<file path="src/rtl/can_arb_pkg.sv">
package can_arb_pkg;
  localparam int DEF_ID_W = 11;

  // window length: start-of-frame + identifier + RTR + IDE
  function automatic int arb_len(input int id_w);
    return id_w + 3;
  endfunction

  typedef enum logic [1:0] {
    CMP_MATCH  = 2'd0,
    CMP_LOST   = 2'd1,
    CMP_BITERR = 2'd2
  } cmp_kind_e;
endpackage

</file>
<file path="src/rtl/can_arb_pos.sv">
module can_arb_pos #(
  parameter int ARB_BITS = 14,
  parameter int IDX_W    = 4
) (
  input  logic             clk,
  input  logic             rst,
  input  logic             sample_en,
  input  logic             frame_start,
  input  logic             frame_end,
  output logic [IDX_W-1:0] pos_cur,
  output logic             in_win
);
  localparam logic [IDX_W-1:0] IDLE = IDX_W'(ARB_BITS);

  logic [IDX_W-1:0] pos_q;
  logic             sof_hit;

  assign sof_hit = sample_en && frame_start;
  assign pos_cur = sof_hit ? '0 : pos_q;
  assign in_win  = sof_hit || (sample_en && !frame_end && (pos_q < IDLE));

  always_ff @(posedge clk) begin
    if (rst) begin
      pos_q <= IDLE;
    end else if (sof_hit) begin
      pos_q <= IDX_W'(1);
    end else if (frame_end) begin
      pos_q <= IDLE;
    end else if (sample_en && (pos_q < IDLE)) begin
      pos_q <= pos_q + IDX_W'(1);
    end
  end
endmodule

</file>
<file path="src/rtl/can_arb_cmp.sv">
module can_arb_cmp
  import can_arb_pkg::*;
(
  input  logic      in_win,
  input  logic      muted,
  input  logic      tx_bit,
  input  logic      rx_bit,
  output cmp_kind_e kind
);
  always_comb begin
    kind = CMP_MATCH;
    if (in_win && !muted) begin
      if (tx_bit && !rx_bit) begin
        kind = CMP_LOST;
      end else if (!tx_bit && rx_bit) begin
        kind = CMP_BITERR;
      end
    end
  end
endmodule

</file>
<file path="src/rtl/can_arb_state.sv">
module can_arb_state
  import can_arb_pkg::*;
#(
  parameter int IDX_W = 4
) (
  input  logic             clk,
  input  logic             rst,
  input  logic             sample_en,
  input  logic             frame_start,
  input  logic             frame_end,
  input  cmp_kind_e        kind,
  input  logic [IDX_W-1:0] pos_cur,
  output logic             lost_q,
  output logic             mute_q,
  output logic             berr_q,
  output logic [IDX_W-1:0] idx_q
);
  logic sof_hit;
  assign sof_hit = sample_en && frame_start;

  always_ff @(posedge clk) begin
    if (rst) begin
      lost_q <= 1'b0;
      mute_q <= 1'b0;
      berr_q <= 1'b0;
      idx_q  <= '0;
    end else begin
      if (sof_hit) begin
        lost_q <= 1'b0;
        mute_q <= 1'b0;
        berr_q <= 1'b0;
        idx_q  <= '0;
      end else if (frame_end) begin
        mute_q <= 1'b0;
      end
      if (kind == CMP_LOST) begin
        lost_q <= 1'b1;
        mute_q <= 1'b1;
        idx_q  <= pos_cur;
      end else if (kind == CMP_BITERR) begin
        berr_q <= 1'b1;
      end
    end
  end
endmodule

</file>
<file path="src/rtl/can_arb_monitor.sv">
module can_arb_monitor
  import can_arb_pkg::*;
#(
  parameter int ID_W = DEF_ID_W
) (
  input  logic                                  clk,
  input  logic                                  rst,
  input  logic                                  sample_en,
  input  logic                                  frame_start,
  input  logic                                  frame_end,
  input  logic                                  tx_bit,
  input  logic                                  rx_bit,
  output logic                                  tx_out,
  output logic                                  arb_lost,
  output logic                                  rx_only,
  output logic [$clog2(arb_len(ID_W)+1)-1:0]    lost_idx,
  output logic                                  bit_err
);
  localparam int ARB_BITS = arb_len(ID_W);
  localparam int IDX_W    = $clog2(ARB_BITS + 1);

  logic [IDX_W-1:0] pos_cur;
  logic             in_win;
  logic             mute_q;
  logic             mute_now;
  cmp_kind_e        kind;

  can_arb_pos #(.ARB_BITS(ARB_BITS), .IDX_W(IDX_W)) u_pos (
    .clk(clk), .rst(rst), .sample_en(sample_en), .frame_start(frame_start),
    .frame_end(frame_end), .pos_cur(pos_cur), .in_win(in_win)
  );

  // a start-of-frame strobe re-arms comparison even if muted from the last frame
  assign mute_now = mute_q && !(sample_en && frame_start);

  can_arb_cmp u_cmp (
    .in_win(in_win), .muted(mute_now), .tx_bit(tx_bit), .rx_bit(rx_bit), .kind(kind)
  );

  can_arb_state #(.IDX_W(IDX_W)) u_state (
    .clk(clk), .rst(rst), .sample_en(sample_en), .frame_start(frame_start),
    .frame_end(frame_end), .kind(kind), .pos_cur(pos_cur),
    .lost_q(arb_lost), .mute_q(mute_q), .berr_q(bit_err), .idx_q(lost_idx)
  );

  assign rx_only = mute_q;
  assign tx_out  = tx_bit | mute_q;
endmodule

</file>
<file path="config.mk">
export PLATFORM = sky130hd
export DESIGN_NAME = can_arb_monitor
export DESIGN_NICKNAME = d
export VERILOG_FILES = /design/src/rtl/can_arb_pkg.sv /design/src/rtl/can_arb_pos.sv /design/src/rtl/can_arb_cmp.sv /design/src/rtl/can_arb_state.sv /design/src/rtl/can_arb_monitor.sv
export SDC_FILE = /design/constraint.sdc
export NUM_CORES = 1
export LEC_CHECK = 0
export ABC_AREA = 1
export BUFFER_PORTS_ARGS = -buffer_cell sky130_fd_sc_hd__clkbuf_2
export CELL_PAD_IN_SITES_DETAIL_PLACEMENT = 1
export CELL_PAD_IN_SITES_GLOBAL_PLACEMENT = 2
export CORE_AREA = 5 5 44 65
export CTS_BUF_LIST = sky130_fd_sc_hd__clkbuf_4
export DETAILED_ROUTE_END_ITERATION = 7
export DIE_AREA = 0 0 49 70
export GPL_TIMING_DRIVEN = 0
export PLACE_DENSITY = 0.79
export SYNTH_ARGS = -nofsm -noshare
export SYNTH_HDL_FRONTEND = slang
export SYNTH_HIERARCHICAL = 1
export SYNTH_SLANG_ARGS = --single-unit
</file>
<file path="constraint.sdc">
create_clock -name clk -period 1.66 [get_ports clk]
set_clock_uncertainty 0.15 [all_clocks]
set_input_delay 0.249 -clock clk [delete_from_list [all_inputs] [get_ports clk]]
set_output_delay 0.249 -clock clk [all_outputs]
set_load 0.01 [all_outputs]
</file>
==> results.py <==
metrics = {
    "setup_path": {
        "worstSetupEndpointType": "register",
        "r2r_start": "u_pos/pos_q[1]",
        "critPathRequiredTime_ns": 1.71,
        "worst_r2r_path_depth": 9,
        "r2r_slack_ns": 0.13,
        "arrival_ns": 1.58,
        "cp_max_fo": 6,
        "critPathKind": "register to register",
        "crit_path_start_kind": "register",
        "r2r-end": "u_state/idx_q[3]",
    },
    "worst_hold_path": {
        "hp-class": "input pin to register",
        "hp-start": "rst",
        "hold_depth": 2,
        "holdPathEnd": "u_state/idx_q[3]",
    },
    "flow_run": {
        "maxCapViolations": 0,
    },
    "grt": {
        "grt_max_degree": 9,
        "grt_use_met3_pct": 3.19,
        "overflow": 0,
        "busiest_layer": "met2",
        "grt_pass1_vias": 634,
        "grt_util_all_layers_pct": 10.1,
        "use_met1_pct": 11.2,
        "grt_pass1_wl_um": 2810,
        "antenna_found_initial": 0,
        "use_met2_pct": 17.7,
    },
    "layout": {
        "fillCellCount": 299,
        "seqCellArea_um2": 223,
        "drive_gt1_share_pct": 31.8,
        "fin_cells": 130,
        "post-route-cell-area_um2": 748,
        "syn_to_final_growth_pct": 25.1,
        "diodes": 0,
        "nets": 116,
        "multi_input_area_um2": 340,
    },
    "synthesis": {
        "synth_top_family_by_area": "simple AND/OR/NAND/NOR gates",
        "synth_seq_cells": 11,
        "synth_cell_types": 16,
        "muxShareOfSynthArea_pct": 0,
        "ys_seq_area_share_pct": 36.8,
        "synth.avg_cell_area_um2": 6.72,
        "synth_compound_area_share_pct": 8.37,
        "yosysWarnings": 6,
        "yosys.area_share.adder_pct": 2.09,
        "syn_area_um2": 598,
        "synth_xor_area_share_pct": 0,
        "synth_simple_gate_area_share_pct": 43.3,
        "syn-num-nets": 97,
        "postSynthCellCount": 89,
    },
    "drt": {
        "vias_per_cell": 4.72,
        "ant_nets": 0,
        "wl_um": 1610,
        "drc_errors": 0,
        "wire_per_inst_um": 12.4,
        "drt_iter0_drc": 3,
        "drt-pass1-iter-count": 3,
        "vias": 613,
    },
    "placed_design": {
        "dpl_worst_slack_ns": -0.131,
        "dpl.hpwl_um": 1330,
        "dpl.cell_count": 126,
        "portBuffers": 14,
        "gp_congestion": 0.814,
        "place_area_um2": 697,
    },
    "power": {
        "power.total_uw": 646,
        "p_leak_nw": 0.367,
        "ir_drop_mv": 0.333,
        "power_density_nw_per_um2": 864,
    },
    "sta": {
        "fin_tns_setup_ns": 0,
        "final.setup.worst_slack_ns": 0.131,
        "setup_violations": 0,
        "drv_slew": 0,
        "max_slew_margin_pct": 78.9,
        "period_needed_ns": 1.53,
        "period_share_pct": 92.1,
        "fmax_mhz": 654,
        "tightest_slew_ns": 0.316,
        "hold_violations": 0,
    },
    "clocking": {
        "clk_pin_slew_ns": 0.08,
        "hold_buffers": 0,
        "cts_root_buf": "clkbuf_4",
        "cts_num_sinks": 11,
        "cts_buffers": 3,
        "clock_latency_ns": 0.27,
        "htreeDepth": 1,
        "cts_tree": "built",
        "clk_path_buf_depth": 2,
    },
    "outcome": {
        "status": "complete, no violations",
    },
    "floorplanning": {
        "pin_count": 15,
        "fp.coreArea_um2": 2210,
        "fp.dieW_um": 49,
        "die_h_um": 70,
        "rows": 21,
        "die_area_um2": 3430,
        "start_util_pct": 27.1,
    },
}
[flip-flops by register name (all words and copies together) (netlist names)]
register / cells
u_pos/pos_q: 4
u_state/berr_q: 1
u_state/idx_q: 4
u_state/lost_q: 1
u_state/mute_q: 1
[layout make-up]
type	instances	share of cell area, %
well taps	23	3.85
multi-input cells	63	45.5
inverters	15	7.53
clock buffers	4	4.01
repair buffers	14	9.36
flip-flops and latches	11	29.8
[through the flow]
step | hold slack, ns | utilization, %
floorplan | 0.168 | -
finish | 0.108 | 33.9
CTS | 0.101 | 32.9
global route | 0.119 | 33.9
detailed placement | 0.309 | 31.6
global placement | 0.297 | 31.6
[synthesized netlist by cell type]
| library cell | instances | area, µm² |
|---|---|---|
| ha_1 | 1 | 12.5 |
| nand3b_1 | 1 | 7.51 |
| nand2_1 | 19 | 71.3 |
| nand3_1 | 15 | 75.1 |
| nand4_1 | 1 | 6.26 |
| nand2_4 | 2 | 22.5 |
| nor2_2 | 2 | 12.5 |
| a21oi_1 | 10 | 50.1 |
| nand2_2 | 3 | 18.8 |
| nand3_2 | 1 | 10.0 |
| dfxtp_1 | 11 | 220 |
| inv_1 | 13 | 48.8 |
| or2_1 | 1 | 6.26 |
| nor2_1 | 6 | 22.5 |
| or2_2 | 1 | 6.26 |
| inv_2 | 2 | 7.51 |
[metal layers]
metal	part of all wire (%)	wire length, µm	up-vias
met3	5.9	95	2
li1	-	-	320
met5	0	0	-
met2	53	854	13
met1	39	635	278
met4	1.4	23	0
[cells in the final DEF (no fill, tap or decap), types with 2 or more instances in the layout]
| master | count |
|---|---|
| nor2_4 | 2 |
| inv_2 | 2 |
| clkbuf_4 | 4 |
| nand2_4 | 2 |
| nor2_1 | 4 |
| dfxtp_1 | 9 |
| clkbuf_2 | 14 |
| dfxtp_2 | 2 |
| inv_1 | 13 |
| a21oi_1 | 9 |
| nand2_1 | 19 |
| nor2_2 | 2 |
| nand2_2 | 3 |
| nand3_1 | 15 |
[cell families (layout without fill, tap and decap cells)]
group	Yosys count	after routing
buf+inv	15	33
flops	11	11
simple gates	52	52
fa+ha+maj	1	1
compound gates	10	10
[critical path: stages (launching register included)]
cell and delay (ns):
dfxtp_2 0.35, nand3_2 0.11, nand3_1 0.07, nand2_1 0.10, nand2_1 0.12, nor2_4 0.14
inv_1 0.06, nand2_2 0.12, nand3_1 0.10, a21oi_2 0.13
[repair_timing]
action                     in CTS  in global routing
setup buffers                   0                  0
resized for setup               0                  7
setup endpoints to repair       0                  4
[worst max path at each step]
stage                     slack, ns           start               end  cells past startpoint
after floorplan                0.26       frame_end  u_state/idx_q[0]                      9
after detailed placement      -0.13       frame_end  u_state/idx_q[3]                     10
after CTS                      0.02  u_pos/pos_q[2]  u_state/idx_q[3]                      9
after global routing          -0.01  u_pos/pos_q[1]  u_state/idx_q[3]                      9
after global placement        -0.06       frame_end  u_state/idx_q[1]                     10
final                          0.13  u_pos/pos_q[1]  u_state/idx_q[3]                      9
[where the power goes]
part | internal (mW) | total [mW] | switching [mW]
Combinational | 0.0533 | 0.142 | 0.0888
Clock | 0.109 | 0.203 | 0.0940
Sequential | 0.282 | 0.301 | 0.0188
Total | 0.445 | 0.646 | 0.202
No activity file was read; power rests on OpenSTA's default activity.
